[config.mk]
export PLATFORM = sky130hd
export DESIGN_NAME = ddr_turnaround_gate
export DESIGN_NICKNAME = d
export VERILOG_FILES = /design/src/rtl/ddr_tg_pkg.sv /design/src/rtl/ddr_tg_gap_calc.sv /design/src/rtl/ddr_tg_spacing.sv /design/src/rtl/ddr_tg_pdx.sv /design/src/rtl/ddr_turnaround_gate.sv
export SDC_FILE = /design/constraint.sdc
export NUM_CORES = 1
export LEC_CHECK = 0
export CORE_AREA = 2 2 71 141
export DETAILED_ROUTE_END_ITERATION = 10
export DIE_AREA = 0 0 73 143
export GPL_TIMING_DRIVEN = 0
export HOLD_SLACK_MARGIN = 0.15
export SETUP_SLACK_MARGIN = 0.02
export SLEW_MARGIN = 20
export SYNTH_ARGS = -nofsm -noshare
export SYNTH_HDL_FRONTEND = slang
export SYNTH_SLANG_ARGS = --single-unit
[constraint.sdc]
create_clock -name clk -period 11.8 [get_ports clk]
set_clock_uncertainty 0.1 [all_clocks]
set_input_delay 2.36 -clock clk [delete_from_list [all_inputs] [get_ports clk]]
set_output_delay 2.36 -clock clk [all_outputs]
set_load 0.02 [all_outputs]
[src/rtl/ddr_tg_pkg.sv]
package ddr_tg_pkg;

    localparam int GAP_W   = 6;
    localparam int GAP_MAX = (1 << GAP_W) - 1;

    localparam logic [1:0] CMD_RD = 2'b01;
    localparam logic [1:0] CMD_WR = 2'b10;

    typedef enum logic [1:0] {
        REF_NONE     = 2'd0,
        REF_AFTER_RD = 2'd1,
        REF_AFTER_WR = 2'd2
    } ref_state_e;

    typedef enum logic {
        PDX_RUN  = 1'b0,
        PDX_WAIT = 1'b1
    } pdx_state_e;

    typedef struct packed {
        logic [GAP_W-1:0] rw;
        logic [GAP_W-1:0] wr;
        logic [GAP_W-1:0] rr_diff;
        logic [GAP_W-1:0] ww_diff;
        logic [GAP_W-1:0] same;
    } gap_set_t;

endpackage

[src/rtl/ddr_tg_gap_calc.sv]
module ddr_tg_gap_calc
    import ddr_tg_pkg::*;
#(
    parameter int CLH_W = 5,
    parameter int WL_W  = 4
) (
    input  logic [CLH_W-1:0] cfg_cl_half,
    input  logic [WL_W-1:0]  cfg_wl,
    input  logic             bl8_eff,
    input  logic [1:0]       add_rw,
    input  logic [1:0]       add_wr,
    input  logic [1:0]       add_rr,
    input  logic [1:0]       add_ww,
    output gap_set_t         gaps
);

    // Clamp a derived default to at least one cycle, add the extra, saturate.
    function automatic logic [GAP_W-1:0] fit(input int base, input logic [1:0] extra);
        int v;
        v = (base < 1) ? 1 : base;
        v = v + int'(extra);
        if (v > GAP_MAX) v = GAP_MAX;
        return GAP_W'(v);
    endfunction

    int cl_up;
    int cl_dn;
    int wl_i;
    int half_bl;

    always_comb begin
        cl_up   = (int'(cfg_cl_half) + 1) / 2;
        cl_dn   = int'(cfg_cl_half) / 2;
        wl_i    = int'(cfg_wl);
        half_bl = bl8_eff ? 4 : 2;

        gaps.rw      = fit(cl_up - wl_i + half_bl + 2, add_rw);
        gaps.wr      = fit(wl_i - cl_dn + half_bl + 1, add_wr);
        gaps.rr_diff = fit(bl8_eff ? 5 : 3, add_rr);
        gaps.ww_diff = fit(bl8_eff ? 4 : 2, add_ww);
        gaps.same    = fit(half_bl, 2'd0);
    end

endmodule

[src/rtl/ddr_tg_spacing.sv]
module ddr_tg_spacing
    import ddr_tg_pkg::*;
#(
    parameter int CS_W = 2
) (
    input  logic            clk,
    input  logic            rst_n,
    input  gap_set_t        gaps,
    input  logic [1:0]      cand_type,
    input  logic [CS_W-1:0] cand_cs,
    input  logic            take,
    input  logic [1:0]      take_type,
    input  logic [CS_W-1:0] take_cs,
    output logic            space_ok
);

    localparam logic [GAP_W-1:0] SAT = GAP_W'(GAP_MAX);

    ref_state_e       state_q, state_d;
    logic [CS_W-1:0]  last_cs_q;
    logic [GAP_W-1:0] elapsed_q;
    logic [GAP_W-1:0] need;
    logic             take_rdwr;

    assign take_rdwr = take && (take_type == CMD_RD || take_type == CMD_WR);

    // Transitions: any state -> REF_AFTER_RD on read grant,
    // any state -> REF_AFTER_WR on write grant, otherwise hold.
    always_comb begin
        state_d = state_q;
        if (take) begin
            unique case (take_type)
                CMD_RD:  state_d = REF_AFTER_RD;
                CMD_WR:  state_d = REF_AFTER_WR;
                default: state_d = state_q;
            endcase
        end
    end

    always_ff @(posedge clk or negedge rst_n) begin
        if (!rst_n) begin
            state_q   <= REF_NONE;
            last_cs_q <= '0;
            elapsed_q <= SAT;
        end else begin
            state_q <= state_d;
            if (take_rdwr) begin
                last_cs_q <= take_cs;
                elapsed_q <= GAP_W'(1);
            end else if (elapsed_q != SAT) begin
                elapsed_q <= elapsed_q + GAP_W'(1);
            end
        end
    end

    always_comb begin
        need = '0;
        unique case (state_q)
            REF_NONE: need = '0;
            REF_AFTER_RD: begin
                if (cand_type == CMD_RD)
                    need = (cand_cs == last_cs_q) ? gaps.same : gaps.rr_diff;
                else if (cand_type == CMD_WR)
                    need = gaps.rw;
            end
            REF_AFTER_WR: begin
                if (cand_type == CMD_WR)
                    need = (cand_cs == last_cs_q) ? gaps.same : gaps.ww_diff;
                else if (cand_type == CMD_RD)
                    need = gaps.wr;
            end
            default: need = '0;
        endcase
        space_ok = (elapsed_q >= need);
    end

endmodule

[src/rtl/ddr_tg_pdx.sv]
module ddr_tg_pdx
    import ddr_tg_pkg::*;
(
    input  logic       clk,
    input  logic       rst_n,
    input  logic       apd_wake,
    input  logic       ppd_wake,
    input  logic [2:0] apd_code,
    input  logic [2:0] ppd_code,
    output logic       pd_ok,
    output logic       cfg_err
);

    pdx_state_e st_q, st_d;
    logic [2:0] cnt_q, cnt_d;
    logic [2:0] a_eff, p_eff, len;
    logic       pulse;
    logic       bad_code;

    assign pulse    = apd_wake || ppd_wake;
    assign a_eff    = (apd_code == 3'd0) ? 3'd1 : apd_code;
    assign p_eff    = (ppd_code == 3'd0) ? 3'd1 : ppd_code;
    assign bad_code = (apd_wake && apd_code == 3'd0) || (ppd_wake && ppd_code == 3'd0);

    always_comb begin
        len = 3'd0;
        if (apd_wake) len = a_eff;
        if (ppd_wake && p_eff > len) len = p_eff;
    end

    // Transitions: any state -> PDX_WAIT on a wake longer than one clock,
    // any state -> PDX_RUN on a one-clock wake, PDX_WAIT -> PDX_RUN at count end.
    always_comb begin
        st_d  = st_q;
        cnt_d = cnt_q;
        if (pulse) begin
            cnt_d = len - 3'd1;
            st_d  = (len > 3'd1) ? PDX_WAIT : PDX_RUN;
        end else begin
            unique case (st_q)
                PDX_RUN:  cnt_d = cnt_q;
                PDX_WAIT: begin
                    cnt_d = cnt_q - 3'd1;
                    if (cnt_q == 3'd1) st_d = PDX_RUN;
                end
                default:  st_d = PDX_RUN;
            endcase
        end
    end

    always_ff @(posedge clk or negedge rst_n) begin
        if (!rst_n) begin
            st_q    <= PDX_RUN;
            cnt_q   <= 3'd0;
            cfg_err <= 1'b0;
        end else begin
            st_q    <= st_d;
            cnt_q   <= cnt_d;
            cfg_err <= cfg_err || bad_code;
        end
    end

    always_comb begin
        pd_ok = (st_q == PDX_RUN) && !pulse;
    end

endmodule

[src/rtl/ddr_turnaround_gate.sv]
module ddr_turnaround_gate
    import ddr_tg_pkg::*;
#(
    parameter int CLH_W = 5,
    parameter int WL_W  = 4,
    parameter int CS_W  = 2
) (
    input  logic             clk,
    input  logic             rst_n,
    input  logic [CLH_W-1:0] cfg_cl_half,
    input  logic [WL_W-1:0]  cfg_wl,
    input  logic             cfg_bl8,
    input  logic             cfg_ddr2,
    input  logic [1:0]       cfg_add_rd2wr,
    input  logic [1:0]       cfg_add_wr2rd,
    input  logic [1:0]       cfg_add_rd2rd,
    input  logic [1:0]       cfg_add_wr2wr,
    input  logic [2:0]       cfg_apd_wake,
    input  logic [2:0]       cfg_ppd_wake,
    input  logic             apd_wake,
    input  logic             ppd_wake,
    input  logic             cmd_valid,
    input  logic [1:0]       cmd_type,
    input  logic [CS_W-1:0]  cmd_cs,
    output logic             cmd_ready,
    output logic             grant_valid,
    output logic [1:0]       grant_type,
    output logic [CS_W-1:0]  grant_cs,
    output logic             cfg_err
);

    gap_set_t gaps;
    logic     bl8_eff;
    logic     space_ok;
    logic     pd_ok;

    assign bl8_eff = cfg_bl8 && !cfg_ddr2;

    ddr_tg_gap_calc #(.CLH_W(CLH_W), .WL_W(WL_W)) u_gap (
        .cfg_cl_half (cfg_cl_half),
        .cfg_wl      (cfg_wl),
        .bl8_eff     (bl8_eff),
        .add_rw      (cfg_add_rd2wr),
        .add_wr      (cfg_add_wr2rd),
        .add_rr      (cfg_add_rd2rd),
        .add_ww      (cfg_add_wr2wr),
        .gaps        (gaps)
    );

    ddr_tg_spacing #(.CS_W(CS_W)) u_space (
        .clk       (clk),
        .rst_n     (rst_n),
        .gaps      (gaps),
        .cand_type (cmd_type),
        .cand_cs   (cmd_cs),
        .take      (grant_valid),
        .take_type (grant_type),
        .take_cs   (grant_cs),
        .space_ok  (space_ok)
    );

    ddr_tg_pdx u_pdx (
        .clk      (clk),
        .rst_n    (rst_n),
        .apd_wake (apd_wake),
        .ppd_wake (ppd_wake),
        .apd_code (cfg_apd_wake),
        .ppd_code (cfg_ppd_wake),
        .pd_ok    (pd_ok),
        .cfg_err  (cfg_err)
    );

    always_comb begin
        cmd_ready   = pd_ok && space_ok;
        grant_valid = cmd_valid && cmd_ready;
        grant_type  = cmd_type;
        grant_cs    = cmd_cs;
    end

endmodule

==> results of run 1 <==
## placed cells by master, fill, tap and decap left out, types with 5 or more instances in the layout
cell type / instances
sky130_fd_sc_hd__buf_4: 28
sky130_fd_sc_hd__nand2b_1: 9
sky130_fd_sc_hd__a21oi_2: 5
sky130_fd_sc_hd__dfrtp_1: 9
sky130_fd_sc_hd__o21ai_0: 16
sky130_fd_sc_hd__nand2_1: 30
sky130_fd_sc_hd__clkdlybuf4s50_1: 31
sky130_fd_sc_hd__dfstp_2: 6
sky130_fd_sc_hd__mux2i_1: 5
sky130_fd_sc_hd__inv_2: 6
sky130_fd_sc_hd__nand3_1: 17
sky130_fd_sc_hd__a31oi_1: 5
sky130_fd_sc_hd__a21oi_1: 17
sky130_fd_sc_hd__nand4_1: 6
sky130_fd_sc_hd__xor2_1: 11
sky130_fd_sc_hd__ha_4: 11
sky130_fd_sc_hd__inv_1: 30
sky130_fd_sc_hd__ha_1: 40
sky130_fd_sc_hd__xnor2_1: 15
sky130_fd_sc_hd__nor2_1: 25
sky130_fd_sc_hd__a21o_1: 10
sky130_fd_sc_hd__nor3_1: 7
## power groups by stage
stage	logic (W)	clock network, W	registers (W)
after CTS	0.000389	0.0000679	0.000101
final	0.000416	0.0000663	0.000101
after floorplan	0.000262	0	0.0000952
after global placement	0.000340	0	0.000101
after global routing	0.000462	0.0000694	0.000104
after detailed placement	0.000344	0	0.000102
## routing by layer
layer	GRT usage	up-vias	share of wire
met5	0	-	0
li1	-	1563	-
met2	0.350	73	0.56
met4	0.102	0	0.057
met1	0.173	1481	0.36
met3	0.0176	32	0.026
## flip-flops by register name, summed over array words and instances (netlist names)
name and count:
u_space.last_cs_q 2, u_space.state_q 2, u_pdx.cnt_q 3, u_pdx.st_q 1, u_pdx.cfg_err 1, u_space.elapsed_q 6
## through the flow
step	instances	setup slack, ps	area, um^2
final	570	228	4350
after global routing	570	-175	4350
after CTS	561	24.2	4170
after detailed placement	544	-1820	3750
after global placement	544	-1850	3750
after floorplan	400	36.6	3220
## final cells by class
type | instances | area share
Buffer | 11 | 0.0222
Clock buffer | 3 | 0.0173
Clock inverter | 1 | 0.00115
Inverter | 38 | 0.0334
Multi-Input combinational cell | 335 | 0.676
Sequential cell | 15 | 0.0880
Tap cell | 104 | 0.0299
Timing Repair Buffer | 63 | 0.132
## cell families after synthesis
kind of cell               after synthesis  synth area share
muxes                                    7            0.0226
and+or+nand+nor                        149             0.257
xor gates and xnor gates                29            0.0838
AOI/OAI and AO/OA                       89             0.197
adders and majority gates               61             0.254
DFF                                     15             0.119
buffers and inverters                   50            0.0658
## what timing repair did
action                                  CTS  global route
pin swaps                                29            37
buffers inserted                         14             9
resized for setup                        68            41
endpoints found under the setup margin    2             2
## worst max-delay path, delay by kind of cell
family,cells,cell delay [ps]
simple gates,11,2120
buf+inv,8,700
fa+ha+maj,7,2070
compound gates,12,1840
## final timing paths
kind,depth (start not counted),slack (ps),end,from
max reg2reg,17,8050,u_space.last_cs_q[0]$_DFFE_PN0P_,u_space.last_cs_q[1]$_DFFE_PN0P_
min,1,410,u_pdx.cfg_err$_DFF_PN0_,u_pdx.cfg_err$_DFF_PN0_
max in group asynchronous,1,8710,u_space.last_cs_q[0]$_DFFE_PN0P_,rst_n
min reg2reg,1,410,u_pdx.cfg_err$_DFF_PN0_,u_pdx.cfg_err$_DFF_PN0_
min in group asynchronous,1,2440,u_pdx.cnt_q[1]$_DFFE_PN0P_,rst_n
max,38,230,grant_valid,cfg_wl[0]
==> metrics.txt, run 1 <==
vias after detailed routing 3,149; total iterations of the first detailed-routing run 4; Routed Wire Length 8.96 mm; placement row count 50; number of port buffers 40; fill count 885; Synth area leaders sky130_fd_sc_hd__ha_1 (21%), sky130_fd_sc_hd__dfrtp_1 (7.0%), sky130_fd_sc_hd__dfstp_2 (4.9%); sw power 0.000261 W; Netlist Area Pre-Place 3210 um^2; # H-tree levels 1; top achievable clock speed 86.4 MHz; Sequential cell area 383 um^2; clock period minus worst slack 11,570 ps; Post-Synthesis Mean Instance Area 8.03 um^2; number of buffers inserted by hold repair at cts 0; Horiz. Die Dim 73 um; reported leakage power 1.82 nW; layout cells sized above 1 0.264; number of global-route vias before repair 3,310; largest fanout on the critical path 6; most instantiated flip-flop cell in the synthesis netlist sky130_fd_sc_hd__dfrtp_1; gp weighted congestion 0.963; Initial Utilization 0.345; kind of end point of the critical path primary output; final antenna diode count 0; critical path class input pin to primary output; actual slew at the worst max-slew pin 861 ps; worst slew margin relative to its limit 0.421; number of maximum-capacitance violations 0; post-synthesis async set-or-reset flop share 1.00; average wire per cell in the routed design 15.7 um; Worst EP required 9340 ps; Switching Share 0.447; count of pins on the block boundary 41; internal power 0.000322 W; CP dominant cell by count sky130_fd_sc_hd__a21o_1; setup repair after global routing missed its margin yes; maximum resistive drop on vdd 73.6 uV; area leader, netlist sky130_fd_sc_hd__ha_1; Post-DRT Antenna Nets 0; share of the clock period used by the worst path 0.981; count of mapped cells out of synthesis 400; number of max-slew violations in the final report 0; global-route wire length before repair 15.0 mm; count of unresolved DRC violations after routing 0; TritonCTS Buffers 3; maximum cell stage delay along the critical path 540 ps; area of the core 9320 um^2; area of the multi-input gates 2940 um^2; arrival time of data at the critical path endpoint 9110 ps; placed wire-length estimate 7.13 mm; total nets after synthesis 495; worst-case hold slack 411 ps; largest net degree at the start of global routing 16; flip-flop and latch count after synthesis 15; power per standard cell area 134 nW/um^2; core occupancy in the finished layout 0.467; P&R area growth vs syn 35.4%; first-iteration detailed-routing DRC count 61; cell at the root of the clock tree sky130_fd_sc_hd__clkbuf_16; CTS clock-pin slew for the worst setup and hold paths 50 ps; antenna violations before repair 0; final hold violation count 0; number of nets in the finished design 562; final-report setup violation count 0; fraction of the yosys area taken by sequential cells 0.119; Clock Latency Late Sink 250 ps; power share of the sequential group 0.173; die height 143 um; yosys synthesis warning count 0; number of enable-type register cells in the synthesized netlist 0; type of element launching the critical path input pin; run status complete, no violations; Die Area 10,400 um^2; area fraction of the dominant cell type after synthesis 0.210; Critical-path top delay cell sky130_fd_sc_hd__fa_2; fraction of power consumed by the clock network 0.114; Netlist cell types 68; Setup TNS Final 0 ps; combinational share of power 0.714; average via count per standard cell 5.52; GRT Util Overall 0.180; most used standard cell by instance count after synthesis sky130_fd_sc_hd__ha_1; type of the worst min-delay path flop to flop; Clock Path Buffers 2; total number of clock tree sinks 15; Total Power 0.000584 W; Overflow after GRT 0; commonest cells in the synthesized netlist sky130_fd_sc_hd__ha_1 (54), sky130_fd_sc_hd__inv_1 (36), sky130_fd_sc_hd__nand2_1 (33); TritonCTS clock tree done
Note: power is estimated with default switching activity, not from simulation.
==> inputs of run 2 (changes only) <==
- clock period: 11.8 -> 13 ns (I/O delays scaled with it)
==> run 2 against run 1 <==
  * Combinational power fell by 14%
  * Critical endpoint unchanged
  * Hold slack got worse by 24 ps
  * Via count barely moved
  * Clock-buffer cell count rose by 1
  * First-iteration DRC count rose by 33%
  * Critical path type unchanged
  * Cell area fell by 3.9%
  * Final cell count fell by 0.88%
  * Non-clock buffer count fell by 5
  * Register-to-register slack improved by 1200 ps
  * Sequential share of layout area rose by 0.36 points
==> metrics.txt, run 2 (synthesized netlist as in run 1, its figures left out) <==
run status complete, no violations; maximum cell stage delay along the critical path 580 ps (+40 ps); average wire per cell in the routed design 14.6 um (-6.9%); actual slew at the worst max-slew pin 770 ps (-91.0 ps); number of flip-flops under the largest register name 6 (unchanged); power per standard cell area 121 nW/um^2 (-9.6%); Setup TNS Final 0 ps (unchanged); total number of clock tree sinks 15 (unchanged); Worst EP required 10,300 ps (+960 ps); number of max-slew violations in the final report 0 (unchanged); vias after detailed routing 3,148 (-0.032%); average via count per standard cell 5.57 (+0.85%); count of unresolved DRC violations after routing 0 (unchanged); Overflow after GRT 0 (unchanged); register bank with the most flops u_space.elapsed_q; layout cells sized above 1 0.200 (-0.0644); type of element launching the critical path input pin; maximum resistive drop on vdd 43.6 uV (-41%); final-report setup violation count 0 (unchanged); internal power 0.000280 W (-13%); Critical-path top delay cell sky130_fd_sc_hd__fa_2; TritonCTS Buffers 3 (unchanged); placed wire-length estimate 6.87 mm (-3.7%); # H-tree levels 1 (unchanged); final antenna diode count 0 (unchanged); first-iteration detailed-routing DRC count 81 (+33%); number of port buffers 40 (unchanged); dominant delay contributor by cell family on the critical path simple AND/OR/NAND/NOR gates; antenna violations before repair 0 (unchanged); sum of met3 wire segment lengths after detailed routing 258 um (+12%); Horiz. Die Dim 73 um (unchanged); type of the worst min-delay path flop to flop; Regs by FF count u_space.elapsed_q: 6 flops, u_pdx.cnt_q: 3 flops; setup repair after global routing missed its margin no; fraction of power consumed by the clock network 0.116 (+0.002); sw power 0.000227 W (-13%); worst-case hold slack 387 ps (-23.9 ps); CTS clock-pin slew for the worst setup and hold paths 50 ps (about the same); total iterations of the first detailed-routing run 4 (unchanged); slack of the critical path 355 ps (+127 ps); Clock Path Buffers 2 (unchanged); P&R area growth vs syn 30.1%; number of global-route vias before repair 3,165 (-4.4%); Setup WS pre-CTS -1740 ps (+80.1 ps); met2 WL 4.80 mm (-4.4%); clock period minus worst slack 12,650 ps; cell at the root of the clock tree sky130_fd_sc_hd__clkbuf_16; cell count after placement 544 (unchanged); gp weighted congestion 0.888 (-7.8%); largest fanout on the critical path 10 (+4); Clock Latency Late Sink 240 ps (about the same); number of buffers inserted by hold repair at cts 0 (unchanged); area of the core 9320 um^2 (unchanged); worst slew margin relative to its limit 0.479 (+0.0578); count of pins on the block boundary 41 (unchanged); kind of end point of the critical path primary output; GRT Util Overall 0.164 (-0.0162); final hold violation count 0 (unchanged); Post-DRT Antenna Nets 0 (unchanged); Routed Wire Length 8.27 mm (-7.7%); TritonCTS clock tree done; global-route wire length before repair 13.8 mm (-8.0%); number of maximum-capacitance violations 0 (unchanged); Switching Share 0.448 (+0.000867); Die Area 10,400 um^2 (unchanged); largest net degree at the start of global routing 16 (unchanged); critical path class input pin to primary output; commonest non-fill, non-tap cell in the layout sky130_fd_sc_hd__ha_1; reported leakage power 1.76 nW (-3.7%); WP buf/inv 7 (-1); Initial Utilization 0.345 (unchanged); arrival time of data at the critical path endpoint 9950 ps (+840 ps); share of the clock period used by the worst path 0.973; Routed met1 length 2.81 mm (-12%); commonest cells after routing, fill and taps aside sky130_fd_sc_hd__ha_1 (44), sky130_fd_sc_hd__inv_1 (35), sky130_fd_sc_hd__clkdlybuf4s50_1 (34); CP dominant cell by count sky130_fd_sc_hd__a21o_1; die height 143 um (unchanged); power share of the sequential group 0.180 (+0.007); placement row count 50 (unchanged); number of nets in the finished design 557 (-0.89%); uppermost layer routed met4; combinational share of power 0.704 (-0.010); final std cells w/o fill 565 (-0.88%); top achievable clock speed 79.1 MHz; fill count 927 (+4.7%)
[run 2: changes by cell type in the layout (fill, tap and decap cells not counted), moves of 3 or more]
cell | before | now
sky130_fd_sc_hd__buf_4 | 28 | 22
sky130_fd_sc_hd__ha_4 | 11 | 6
sky130_fd_sc_hd__inv_1 | 30 | 35
sky130_fd_sc_hd__ha_1 | 40 | 44
sky130_fd_sc_hd__inv_2 | 6 | 2
sky130_fd_sc_hd__clkdlybuf4s50_1 | 31 | 34
[run 2: path summary, 6_finish.rpt]
| path | start | to | slack [ps] | cells after the start |
|---|---|---|---|---|
| max | cfg_cl_half[2] | grant_valid | 350 | 37 |
| min | u_pdx.cfg_err$_DFF_PN0_ | u_pdx.cfg_err$_DFF_PN0_ | 390 | 1 |
| max reg2reg | u_space.last_cs_q[0]$_DFFE_PN0P_ | u_space.last_cs_q[0]$_DFFE_PN0P_ | 9210 | 17 |
| min reg2reg | u_pdx.cfg_err$_DFF_PN0_ | u_pdx.cfg_err$_DFF_PN0_ | 390 | 1 |
| max in group asynchronous | rst_n | u_pdx.cnt_q[2]$_DFFE_PN0P_ | 9730 | 1 |
| min in group asynchronous | rst_n | u_space.last_cs_q[0]$_DFFE_PN0P_ | 2650 | 1 |
[run 2: metrics by stage]
stage                      util  area [um^2]  power (W)
after floorplan               -         3210   0.000323
after global placement    0.401         3740   0.000393
after detailed placement  0.401         3740   0.000402
after CTS                 0.421         3930   0.000477
after global routing      0.448         4180   0.000557
final                     0.448         4180   0.000507
[run 2: power groups by stage]
stage                      clock, W  sequential, W  combinational [W]
after floorplan                   0      0.0000863           0.000237
after global placement            0      0.0000905           0.000302
after detailed placement          0      0.0000909           0.000311
final                     0.0000587      0.0000911           0.000357
after global routing      0.0000629      0.0000942           0.000400
after CTS                 0.0000601      0.0000908           0.000326
[run 2: area by class of cell]
cell class / count / area (um^2) / area share
Timing Repair Buffer: 58 / 529 / 0.127
Sequential cell: 15 / 383 / 0.0916
Tap cell: 104 / 130 / 0.0311
Inverter: 38 / 143 / 0.0341
Multi-Input combinational cell: 335 / 2830 / 0.677
Clock buffer: 4 / 78.8 / 0.0189
Buffer: 11 / 87.6 / 0.0210
[run 2: routing by layer]
layer	track usage	vias up
li1	-	1548
met1	0.147	1488
met2	0.335	80
met3	0.0155	32
met4	0.0848	0
met5	0	-
[run 2: repair_timing]
item                       CTS  global route
pin swaps                    6            20
cloned                       0             0
resized for setup           27            35
setup buffers                3            15
setup endpoints to repair    2             2
